$ cat config.mk
export PLATFORM = sky130hd
export DESIGN_NAME = twin_serial_mult
export DESIGN_NICKNAME = d
export VERILOG_FILES = /design/src/rtl/twin_mul_pkg.sv /design/src/rtl/tsm_ctrl.sv /design/src/rtl/tsm_ppgen.sv /design/src/rtl/tsm_lane_acc.sv /design/src/rtl/tsm_merge.sv /design/src/rtl/twin_serial_mult.sv
export SDC_FILE = /design/constraint.sdc
export NUM_CORES = 1
export LEC_CHECK = 0
export BUFFER_PORTS_ARGS = -buffer_cell sky130_fd_sc_hd__buf_2
export CELL_PAD_IN_SITES_DETAIL_PLACEMENT = 0
export CELL_PAD_IN_SITES_GLOBAL_PLACEMENT = 2
export CORE_ASPECT_RATIO = 0.7
export CORE_MARGIN = 10
export CORE_UTILIZATION = 39
export CTS_BUF_LIST = sky130_fd_sc_hd__clkbuf_8
export CTS_CLUSTER_DIAMETER = 30
export DETAILED_ROUTE_END_ITERATION = 16
export GPL_ROUTABILITY_DRIVEN = 1
export HOLD_SLACK_MARGIN = 0.06
export PLACE_DENSITY = 0.78
export SYNTH_ARGS = -nofsm -noshare
export SYNTH_HDL_FRONTEND = slang
export SYNTH_HIERARCHICAL = 1
export SYNTH_SLANG_ARGS = --single-unit
$ cat constraint.sdc
create_clock -name clk -period 2.7 [get_ports clk]
set_input_delay 0.135 -clock clk [delete_from_list [all_inputs] [get_ports clk]]
set_output_delay 0.135 -clock clk [all_outputs]
set_load 0.05 [all_outputs]
$ cat src/rtl/twin_mul_pkg.sv
package twin_mul_pkg;

    // Sequencer phases of one multiplication
    typedef enum logic [1:0] {
        SEQ_IDLE  = 2'd0,
        SEQ_LOAD  = 2'd1,
        SEQ_FLUSH = 2'd2,
        SEQ_DRAIN = 2'd3
    } seq_state_e;

    localparam int DIGIT_W = 2;   // radix-4 digit emitted per step
    localparam int CARRY_W = 2;   // merge carry, max value 3
    localparam int MERGE_W = 4;   // e + 2*o + c <= 12

    // Per-step command issued to the even lane
    typedef struct packed {
        logic       step;
        logic       last;
        logic [1:0] bits;
    } step_cmd_t;

    // Delayed command seen by the odd lane
    typedef struct packed {
        logic step;
        logic last;
        logic bval;
    } odd_cmd_t;

    // Combine the even digit with the odd digit (one bit heavier) and carry
    function automatic logic [MERGE_W-1:0] digit_merge(
        input logic [DIGIT_W-1:0] e,
        input logic [DIGIT_W-1:0] o,
        input logic [CARRY_W-1:0] c
    );
        logic [MERGE_W-1:0] ev;
        logic [MERGE_W-1:0] ov;
        logic [MERGE_W-1:0] cv;
        ev = {{(MERGE_W-DIGIT_W){1'b0}}, e};
        ov = {{(MERGE_W-DIGIT_W-1){1'b0}}, o, 1'b0};
        cv = {{(MERGE_W-CARRY_W){1'b0}}, c};
        return ev + ov + cv;
    endfunction

endpackage

$ cat src/rtl/tsm_ctrl.sv
module tsm_ctrl
    import twin_mul_pkg::*;
#(
    parameter int WIDTH = 8
) (
    input  logic      clk,
    input  logic      rst,
    input  logic      start,
    input  logic      in_valid,
    input  logic [1:0] in_bits,
    output logic      accept,
    output logic      busy,
    output step_cmd_t cmd
);

    localparam int PAIRS = WIDTH / 2;
    localparam int CNT_W = (WIDTH > 2) ? $clog2(WIDTH) : 1;
    localparam logic [CNT_W-1:0] LOAD_END  = CNT_W'(PAIRS - 1);
    localparam logic [CNT_W-1:0] STEP_END  = CNT_W'(WIDTH - 1);
    localparam logic [CNT_W-1:0] DRAIN_END = CNT_W'(1);

    seq_state_e       state_q;
    logic [CNT_W-1:0] cnt_q;

    always_comb begin
        accept    = (state_q == SEQ_IDLE) && start;
        busy      = (state_q != SEQ_IDLE);
        cmd.step  = ((state_q == SEQ_LOAD) && in_valid) || (state_q == SEQ_FLUSH);
        cmd.bits  = (state_q == SEQ_LOAD) ? in_bits : 2'b00;
        cmd.last  = (state_q == SEQ_FLUSH) && (cnt_q == STEP_END);
    end

    always_ff @(posedge clk) begin
        if (rst) begin
            state_q <= SEQ_IDLE;
            cnt_q   <= '0;
        end else begin
            case (state_q)
                SEQ_IDLE: begin
                    if (start) begin
                        state_q <= SEQ_LOAD;
                        cnt_q   <= '0;
                    end
                end
                SEQ_LOAD: begin
                    if (in_valid) begin
                        cnt_q <= cnt_q + 1'b1;
                        if (cnt_q == LOAD_END) begin
                            state_q <= SEQ_FLUSH;
                        end
                    end
                end
                SEQ_FLUSH: begin
                    if (cnt_q == STEP_END) begin
                        state_q <= SEQ_DRAIN;
                        cnt_q   <= '0;
                    end else begin
                        cnt_q <= cnt_q + 1'b1;
                    end
                end
                SEQ_DRAIN: begin
                    // two cycles for the odd lane and the merge stage to empty
                    if (cnt_q == DRAIN_END) begin
                        state_q <= SEQ_IDLE;
                        cnt_q   <= '0;
                    end else begin
                        cnt_q <= cnt_q + 1'b1;
                    end
                end
                default: state_q <= SEQ_IDLE;
            endcase
        end
    end

    // a gap during loading consumes no step
    a_r5_gap_holds_count: assert property (@(posedge clk) disable iff (rst)
        (state_q == SEQ_LOAD && !in_valid) |=> $stable(cnt_q));

    // valid input while idle does not start loading
    a_r9_idle_stays: assert property (@(posedge clk) disable iff (rst)
        (state_q == SEQ_IDLE && !start) |=> (state_q == SEQ_IDLE));

    // drain lasts exactly two cycles
    a_r6_drain_ends: assert property (@(posedge clk) disable iff (rst)
        (state_q == SEQ_DRAIN && cnt_q == DRAIN_END) |=> (state_q == SEQ_IDLE));

endmodule

$ cat src/rtl/tsm_ppgen.sv
module tsm_ppgen #(
    parameter int WIDTH = 8
) (
    input  logic [WIDTH-1:0] mcand,
    input  logic             sel,
    output logic [WIDTH-1:0] pp
);

    always_comb begin
        pp = sel ? mcand : '0;
    end

endmodule

$ cat src/rtl/tsm_lane_acc.sv
module tsm_lane_acc
    import twin_mul_pkg::*;
#(
    parameter int WIDTH = 8
) (
    input  logic               clk,
    input  logic               rst,
    input  logic               clear,
    input  logic               step,
    input  logic [WIDTH-1:0]   pp,
    output logic [DIGIT_W-1:0] digit
);

    logic [WIDTH-1:0] acc_q;
    logic [WIDTH:0]   sum;

    always_comb begin
        sum = {1'b0, acc_q} + {1'b0, pp};
    end

    always_ff @(posedge clk) begin
        if (rst || clear) begin
            acc_q <= '0;
            digit <= '0;
        end else if (step) begin
            digit <= sum[DIGIT_W-1:0];
            acc_q <= {1'b0, sum[WIDTH:DIGIT_W]};
        end
    end

    // no step, no change to the running sum
    a_r5_acc_holds: assert property (@(posedge clk) disable iff (rst)
        (!step && !clear) |=> $stable(acc_q));

endmodule

$ cat src/rtl/tsm_merge.sv
module tsm_merge
    import twin_mul_pkg::*;
(
    input  logic               clk,
    input  logic               rst,
    input  logic               clear,
    input  logic               valid,
    input  logic               last,
    input  logic [DIGIT_W-1:0] e_digit,
    input  logic [DIGIT_W-1:0] o_digit,
    output logic               out_valid,
    output logic [1:0]         out_bits,
    output logic               out_done
);

    logic [CARRY_W-1:0] carry_q;
    logic [MERGE_W-1:0] total;

    always_comb begin
        total = digit_merge(e_digit, o_digit, carry_q);
    end

    always_ff @(posedge clk) begin
        if (rst) begin
            out_valid <= 1'b0;
            out_done  <= 1'b0;
            out_bits  <= '0;
            carry_q   <= '0;
        end else begin
            out_valid <= valid;
            out_done  <= valid && last;
            if (clear) begin
                carry_q <= '0;
            end else if (valid) begin
                out_bits <= total[1:0];
                carry_q  <= total[MERGE_W-1:2];
            end
        end
    end

    // done only travels with a valid pair
    a_r6_done_with_valid: assert property (@(posedge clk) disable iff (rst)
        out_done |-> out_valid);

    // done is a single-cycle flag
    a_r6_done_single: assert property (@(posedge clk) disable iff (rst)
        out_done |=> !out_done);

    // the full product fits, nothing left in the carry at the end
    a_r3_no_leftover_carry: assert property (@(posedge clk) disable iff (rst)
        out_done |-> (carry_q == '0));

endmodule

$ cat src/rtl/twin_serial_mult.sv
module twin_serial_mult
    import twin_mul_pkg::*;
#(
    parameter int WIDTH = 8
) (
    input  logic             clk,
    input  logic             rst,
    input  logic             start,
    input  logic [WIDTH-1:0] mcand,
    input  logic             mplier_valid,
    input  logic [1:0]       mplier_bits,
    output logic             prod_valid,
    output logic [1:0]       prod_bits,
    output logic             prod_done
);

    localparam int LANES = 2;

    logic               accept;
    logic               busy;
    step_cmd_t          cmd;
    odd_cmd_t           odd_q;
    logic [WIDTH-1:0]   mcand_q;
    logic [DIGIT_W-1:0] even_dly_q;
    logic               mrg_valid_q;
    logic               mrg_last_q;

    logic [LANES-1:0]   lane_sel;
    logic [LANES-1:0]   lane_step;
    logic [WIDTH-1:0]   lane_pp    [LANES];
    logic [DIGIT_W-1:0] lane_digit [LANES];

    tsm_ctrl #(.WIDTH(WIDTH)) u_ctrl (
        .clk      (clk),
        .rst      (rst),
        .start    (start),
        .in_valid (mplier_valid),
        .in_bits  (mplier_bits),
        .accept   (accept),
        .busy     (busy),
        .cmd      (cmd)
    );

    // Operand hold, odd-lane skew and merge alignment registers
    always_ff @(posedge clk) begin
        if (rst) begin
            mcand_q     <= '0;
            odd_q       <= '0;
            even_dly_q  <= '0;
            mrg_valid_q <= 1'b0;
            mrg_last_q  <= 1'b0;
        end else begin
            if (accept) begin
                mcand_q <= mcand;
            end
            odd_q.step  <= cmd.step;
            odd_q.last  <= cmd.last;
            odd_q.bval  <= cmd.bits[1];
            even_dly_q  <= lane_digit[0];
            mrg_valid_q <= odd_q.step;
            mrg_last_q  <= odd_q.last;
        end
    end

    always_comb begin
        lane_sel[0]  = cmd.bits[0];
        lane_step[0] = cmd.step;
        lane_sel[1]  = odd_q.bval;
        lane_step[1] = odd_q.step;
    end

    for (genvar g = 0; g < LANES; g++) begin : g_lane
        tsm_ppgen #(.WIDTH(WIDTH)) u_pp (
            .mcand (mcand_q),
            .sel   (lane_sel[g]),
            .pp    (lane_pp[g])
        );
        tsm_lane_acc #(.WIDTH(WIDTH)) u_acc (
            .clk   (clk),
            .rst   (rst),
            .clear (accept),
            .step  (lane_step[g]),
            .pp    (lane_pp[g]),
            .digit (lane_digit[g])
        );
    end

    tsm_merge u_merge (
        .clk       (clk),
        .rst       (rst),
        .clear     (accept),
        .valid     (mrg_valid_q),
        .last      (mrg_last_q),
        .e_digit   (even_dly_q),
        .o_digit   (lane_digit[1]),
        .out_valid (prod_valid),
        .out_bits  (prod_bits),
        .out_done  (prod_done)
    );

    // multiplicand in use cannot change during an operation
    a_r7_mcand_locked: assert property (@(posedge clk) disable iff (rst)
        busy |=> $stable(mcand_q));

    // accepted start captures the presented multiplicand
    a_r2_capture: assert property (@(posedge clk) disable iff (rst)
        accept |=> (mcand_q == $past(mcand)));

    // no output pair while idle and nothing in flight
    a_r1_idle_quiet: assert property (@(posedge clk) disable iff (rst)
        (!busy && !odd_q.step && !mrg_valid_q) |=> !prod_valid);

endmodule

==> impl_metrics.json, run 1 <==
{
  "die-area_mm2": 0.01035,
  "p_int_mw": 1.245,
  "irDropWorstVdd_v": 0.0003252,
  "combPwrFrac": 0.304,
  "worst_slew_pin_slew_ns": 0.6086,
  "globalplace.congestion": 0.7527,
  "syn_nets": 324,
  "fill_cells": 641,
  "p_total_mw": 1.878,
  "path_class": "register to register",
  "fmax_mhz": 392.4,
  "reg2reg_depth": 10,
  "timing.final.crit_share": 0.9439,
  "grt_pass1_wl_um": 9211,
  "crit_required_ns": 2.90,
  "synth_warnings": 6,
  "drc_errors": 0,
  "detail_route.wl_per_cell_um": 13.36,
  "fin_skew_ns": 0.004908,
  "post_cts_buffers": 0,
  "crit_path_start_kind": "register",
  "max-cap-violations": 0,
  "drive_gt1_frac": 0.1528,
  "endpoint_kind": "register",
  "drv_slew": 0,
  "core_mm2": 0.006336,
  "rows": 24,
  "firstDrtPassIters": 4,
  "root_buffer": "clkbuf_8",
  "insertedDiodeCount": 0,
  "status": "completed",
  "drtIter0Drc": 82,
  "cts_buffers": 5,
  "ioPinCount": 18,
  "seq_area_um2": 880.8,
  "chipHeight_um": 88.17,
  "clockPowerShare": 0.278,
  "cp_max_fo": 8,
  "initial_core_util": 0.4086,
  "drt_wl_total_um": 5239,
  "multi_input_area_mm2": 0.001619,
  "syn-mean-instance-area_um2": 9.213,
  "clockBufferDepth": 2,
  "layout_commonest_cell": "dfxtp_1",
  "rsz0062_at_grt": "false",
  "syn_inst": 281,
  "overflow": 0,
  "hpwlAfterDp_um": 3861,
  "syn2layout_area_growth_pct": 11.41,
  "leakage_nw": 1.223,
  "cp.arrival_ns": 2.74,
  "cts.sinks": 44,
  "worstHoldPathCells": 3,
  "nets": 343,
  "port-buffer-count": 17,
  "die_width_um": 117.4,
  "finalCriticalPeriod_ns": 2.548,
  "path_clk_slew_ns": 0.09,
  "clk_latency_ns": 0.30,
  "worstHoldPathType": "primary input to register",
  "vias_per_cell": 4.974,
  "switching_share": 0.3370,
  "relSlewSlack": 0.5937,
  "pwr-share-seq": 0.418,
  "ant_nets": 0,
  "cts_tree": "done",
  "h-tree-depth": 2,
  "syn_area_mm2": 0.002589,
  "vias": 1950,
  "finalSetupViolCount": 0,
  "fin_tns_setup_ns": 0,
  "finalHoldViolations": 0,
  "fin_util": 0.4552,
  "grt_use_total": 0.1060,
  "final_cell_mix": "44 x dfxtp_1, 25 x ha_1, 19 x nor2_1, 19 x and2_1, 17 x buf_2",
  "switchingPower_uw": 632.9,
  "grt_pass1_vias": 1959,
  "pwr_density_cell_mw_per_mm2": 651.2,
  "antenna_found_initial": 0,
  "grt_max_degree": 35
}
-- per-layer routing --
layer  GRT usage  routed length, um  up-vias
met2      0.1634               2141       23
li1            -                  -     1031
met5           0                  0        -
met1      0.1417               2886      891
met3     0.02956                172        5
met4     0.03058                 38        0
-- worst max-delay path, cell delays in order (launching register included) --
cell	delay [ns]
dfxtp_1	0.39
inv_1	0.10
ha_1	0.20
and2_2	0.22
and2_1	0.15
ha_1	0.23
fa_2	0.38
a211oi_2	0.29
o21a_1	0.19
o21bai_1	0.08
a41o_1	0.23
-- path summary, 6_finish.rpt --
path	start	slack [ns]	end
max reg2reg	u_ctrl/state_q[1]$_SDFFE_PP0P_	0.15	g_lane[0].u_acc/acc_q[6]$_SDFFE_PP0P_
min reg2reg	mrg_last_q$_SDFF_PP0_	0.45	u_merge/out_done$_SDFF_PP0_
min	mcand[7]	0.07	mcand_q[7]$_SDFFE_PP0P_
max	u_ctrl/state_q[1]$_SDFFE_PP0P_	0.15	g_lane[0].u_acc/acc_q[6]$_SDFFE_PP0P_
-- per-stage QoR --
| stage | hold WS, ns | instances | worst slack [ns] | cell area (um^2) |
|---|---|---|---|---|
| finish | 0.07231 | 392 | 0.1515 | 2884 |
| global route | 0.08344 | 392 | 0.01083 | 2884 |
| CTS | 0.06184 | 392 | 0.03473 | 2882 |
| detailed placement | 0.3794 | 383 | 0.04901 | 2756 |
| global placement | 0.3700 | 383 | 0.1385 | 2756 |
| floorplan | 0.2041 | 281 | 0.2357 | 2589 |
-- flip-flops by register name, summed over array words and instances, names as in the netlist, 2 cells and up --
signal and flops:
g_lane.u_acc/acc_q 14, mcand_q 8, g_lane.u_acc/digit 4, u_ctrl/cnt_q 3, even_dly_q 2, u_ctrl/state_q 2, u_merge/carry_q 2, u_merge/out_bits 2
-- power by group through the flow --
stage / Clock [mW] / Combinational [mW] / Sequential (mW)
finish: 0.522 / 0.572 / 0.785
global route: 0.577 / 0.647 / 0.798
CTS: 0.552 / 0.577 / 0.786
detailed placement: 0 / 0.572 / 0.801
global placement: 0 / 0.585 / 0.801
floorplan: 0 / 0.479 / 0.765
-- cell type report --
class,count,area share
Clock buffer,5,0.02386
Clock inverter,3,0.01605
Inverter,12,0.01562
Multi-Input combinational cell,217,0.5614
Sequential cell,44,0.3054
Tap cell,91,0.03948
Timing Repair Buffer,20,0.03818
-- what timing repair did --
item                                   4_1_cts  5_1_grt
setup endpoints to repair                    0        2
hold buffers                                 1        0
gates resized for setup                      0        1
endpoints found under the hold margin        1        0
Note: power is estimated with default switching activity, not from simulation.
==> run 2: changes to the inputs <==
--- a/config.mk
+++ b/config.mk
@@ -6,6 +6,7 @@
 export NUM_CORES = 1
 export LEC_CHECK = 0
 export BUFFER_PORTS_ARGS = -buffer_cell sky130_fd_sc_hd__buf_2
+export CAP_MARGIN = 20
 export CELL_PAD_IN_SITES_DETAIL_PLACEMENT = 0
 export CELL_PAD_IN_SITES_GLOBAL_PLACEMENT = 2
 export CORE_ASPECT_RATIO = 0.7
==> constraint.sdc (replaced) <==
create_clock -name clk -period 2.9 [get_ports clk]
set_input_delay 0.145 -clock clk [delete_from_list [all_inputs] [get_ports clk]]
set_output_delay 0.145 -clock clk [all_outputs]
set_load 0.05 [all_outputs]
==> run 2 against run 1 <==
  * Clock skew up 0.00084 ns
  * Cell area down 0.69%
  * Clock power shrank 5.2%
  * First-iteration DRC count shrank 29%
  * Sequential power decreased by 7.1%
  * Via count decreased by 0.46%
  * Largest power group unchanged
==> impl_metrics.json, run 2 (same netlist as run 1, synthesis figures left out) <==
{
  "use_met1": 0.1437,
  "drtIter0Drc": 58,
  "cp_max_fo": 8,
  "grt_max_degree": 22,
  "antenna_found_initial": 0,
  "top_regs": "g_lane.u_acc/acc_q x14, mcand_q x8, g_lane.u_acc/digit x4",
  "grtUsageMet2": 0.1634,
  "crit_required_ns": 3.10,
  "fmax_mhz": 372.9,
  "finalSetupViolCount": 0,
  "chipHeight_um": 88.17,
  "timing.final.crit_share": 0.9246,
  "drc_errors": 0,
  "detail_route.wl_per_cell_um": 13.84,
  "worst_slew_pin_slew_ns": 0.6313,
  "rows": 24,
  "firstDrtPassIters": 4,
  "drt_wl_total_um": 5399,
  "layout_commonest_cell": "dfxtp_1",
  "worstHoldPathType": "primary input to register",
  "irDropWorstVdd_v": 0.0002382,
  "busiest_layer": "met2",
  "fin_area_mm2": 0.002864,
  "seq_area_um2": 880.8,
  "fill_cells": 646,
  "finalCriticalPeriod_ns": 2.681,
  "postPlaceCellArea_mm2": 0.002749,
  "fin_tns_setup_ns": 0,
  "cp_slowest_cell": "fa_1",
  "post_cts_resized": 0,
  "multi_input_area_mm2": 0.001617,
  "grtUsageMet3": 0.03599,
  "clockBufferDepth": 2,
  "grt_pass1_wl_um": 9259,
  "globalplace.congestion": 0.7143,
  "worstPathCellList": "inv_1, ha_1, and2_2, and2_1, ha_1, fa_1, a211oi_2, o21a_1, o21bai_1, a41o_1",
  "grt_pass1_vias": 1875,
  "largest_register_ffs": 14,
  "root_buffer": "clkbuf_8",
  "port-buffer-count": 17,
  "fin_skew_ns": 0.005744,
  "path_clk_slew_ns": 0.09,
  "critical-path-top-delay-family": "adder cells",
  "status": "completed",
  "finalHoldViolations": 0,
  "max-cap-violations": 0,
  "path_class": "register to register",
  "fin_util": 0.4520,
  "clk_latency_ns": 0.30,
  "cpMostUsedCell": "ha_1",
  "post_cts_buffers": 0,
  "initial_core_util": 0.4086,
  "pwr_density_cell_mw_per_mm2": 610.6,
  "ioPinCount": 18,
  "largest-register": "g_lane.u_acc/acc_q",
  "crit_path_start_kind": "register",
  "rsz0062_at_grt": "false",
  "cts_buffers": 5,
  "ant_nets": 0,
  "vias": 1941,
  "drive_gt1_frac": 0.1472,
  "overflow": 0,
  "path_buf_inv": 1,
  "cts.sinks": 44,
  "cts_tree": "done",
  "cp.arrival_ns": 2.88,
  "hpwlAfterDp_um": 4011,
  "syn2layout_area_growth_pct": 10.63,
  "endpoint_kind": "register",
  "final_cell_mix": "44 x dfxtp_1, 25 x ha_1, 19 x nor2_1, 19 x and2_1, 17 x buf_2",
  "drv_slew": 0,
  "leakage_nw": 1.216,
  "die_width_um": 117.4,
  "nets": 341,
  "grt_use_total": 0.1093,
  "die-area_mm2": 0.01035,
  "vias_per_cell": 4.977,
  "h-tree-depth": 2,
  "max_stage_delay_ns": 0.43,
  "core_mm2": 0.006336,
  "relSlewSlack": 0.5785,
  "insertedDiodeCount": 0,
  "cts_hold_buffers": 0
}
==> run 2: changes by cell type in the layout (fill, tap and decap cells not counted), sizes merged <==
cell | before | now
buf | 19 | 18
dlygate4sd3 | 1 | 0
==> run 2: where the power goes <==
part / internal (mW) / switching, mW / leakage [nW] / total [mW]
Clock: 0.260 / 0.235 / 0.0548 / 0.495
Combinational: 0.228 / 0.297 / 0.805 / 0.525
Sequential: 0.662 / 0.0670 / 0.356 / 0.729
==> run 2: path summary, 6_finish.rpt <==
kind,start,to,slack (ns),cells past startpoint
max,u_ctrl/state_q[1]$_SDFFE_PP0P_,g_lane[0].u_acc/acc_q[6]$_SDFFE_PP0P_,0.22,10
min,mcand[7],mcand_q[7]$_SDFFE_PP0P_,0.07,3
max reg2reg,u_ctrl/state_q[1]$_SDFFE_PP0P_,g_lane[0].u_acc/acc_q[6]$_SDFFE_PP0P_,0.22,10
min reg2reg,odd_q[1]$_SDFF_PP0_,mrg_last_q$_SDFF_PP0_,0.46,1
==> run 2: stage by stage <==
stage	power, mW	hold WS [ns]	std cells	setup WS [ns]
finish	1.749	0.07046	390	0.2185
global route	1.865	0.08726	390	0.05963
CTS	1.774	0.06103	390	0.1988
detailed placement	1.271	0.3898	382	0.2224
global placement	1.275	0.3799	382	0.2608
floorplan	1.159	0.2141	281	0.4357
==> run 2: layer usage <==
layer  up-vias  share of wire
li1       1026              -
met1       883           0.53
met2        27           0.41
met3         5          0.050
met4         0          0.012
met5         -              0
==> run 2: area by class of cell <==
cell class / count / area share
inverter: 12 / 0.01573
sequential: 44 / 0.3076
timing repair buffer: 18 / 0.03233
multi-input combinational: 217 / 0.5644
clock inverter: 3 / 0.01616
clock buffer: 5 / 0.02403
tap: 91 / 0.03976
==> run 2: worst register-to-register path: cells and delay by family, from the launching register on <==
family | cells | cell delay [ns]
simple gates | 2 | 0.39
fa+ha+maj | 3 | 0.90
buf+inv | 1 | 0.09
compound gates | 4 | 0.82
flops | 1 | 0.38
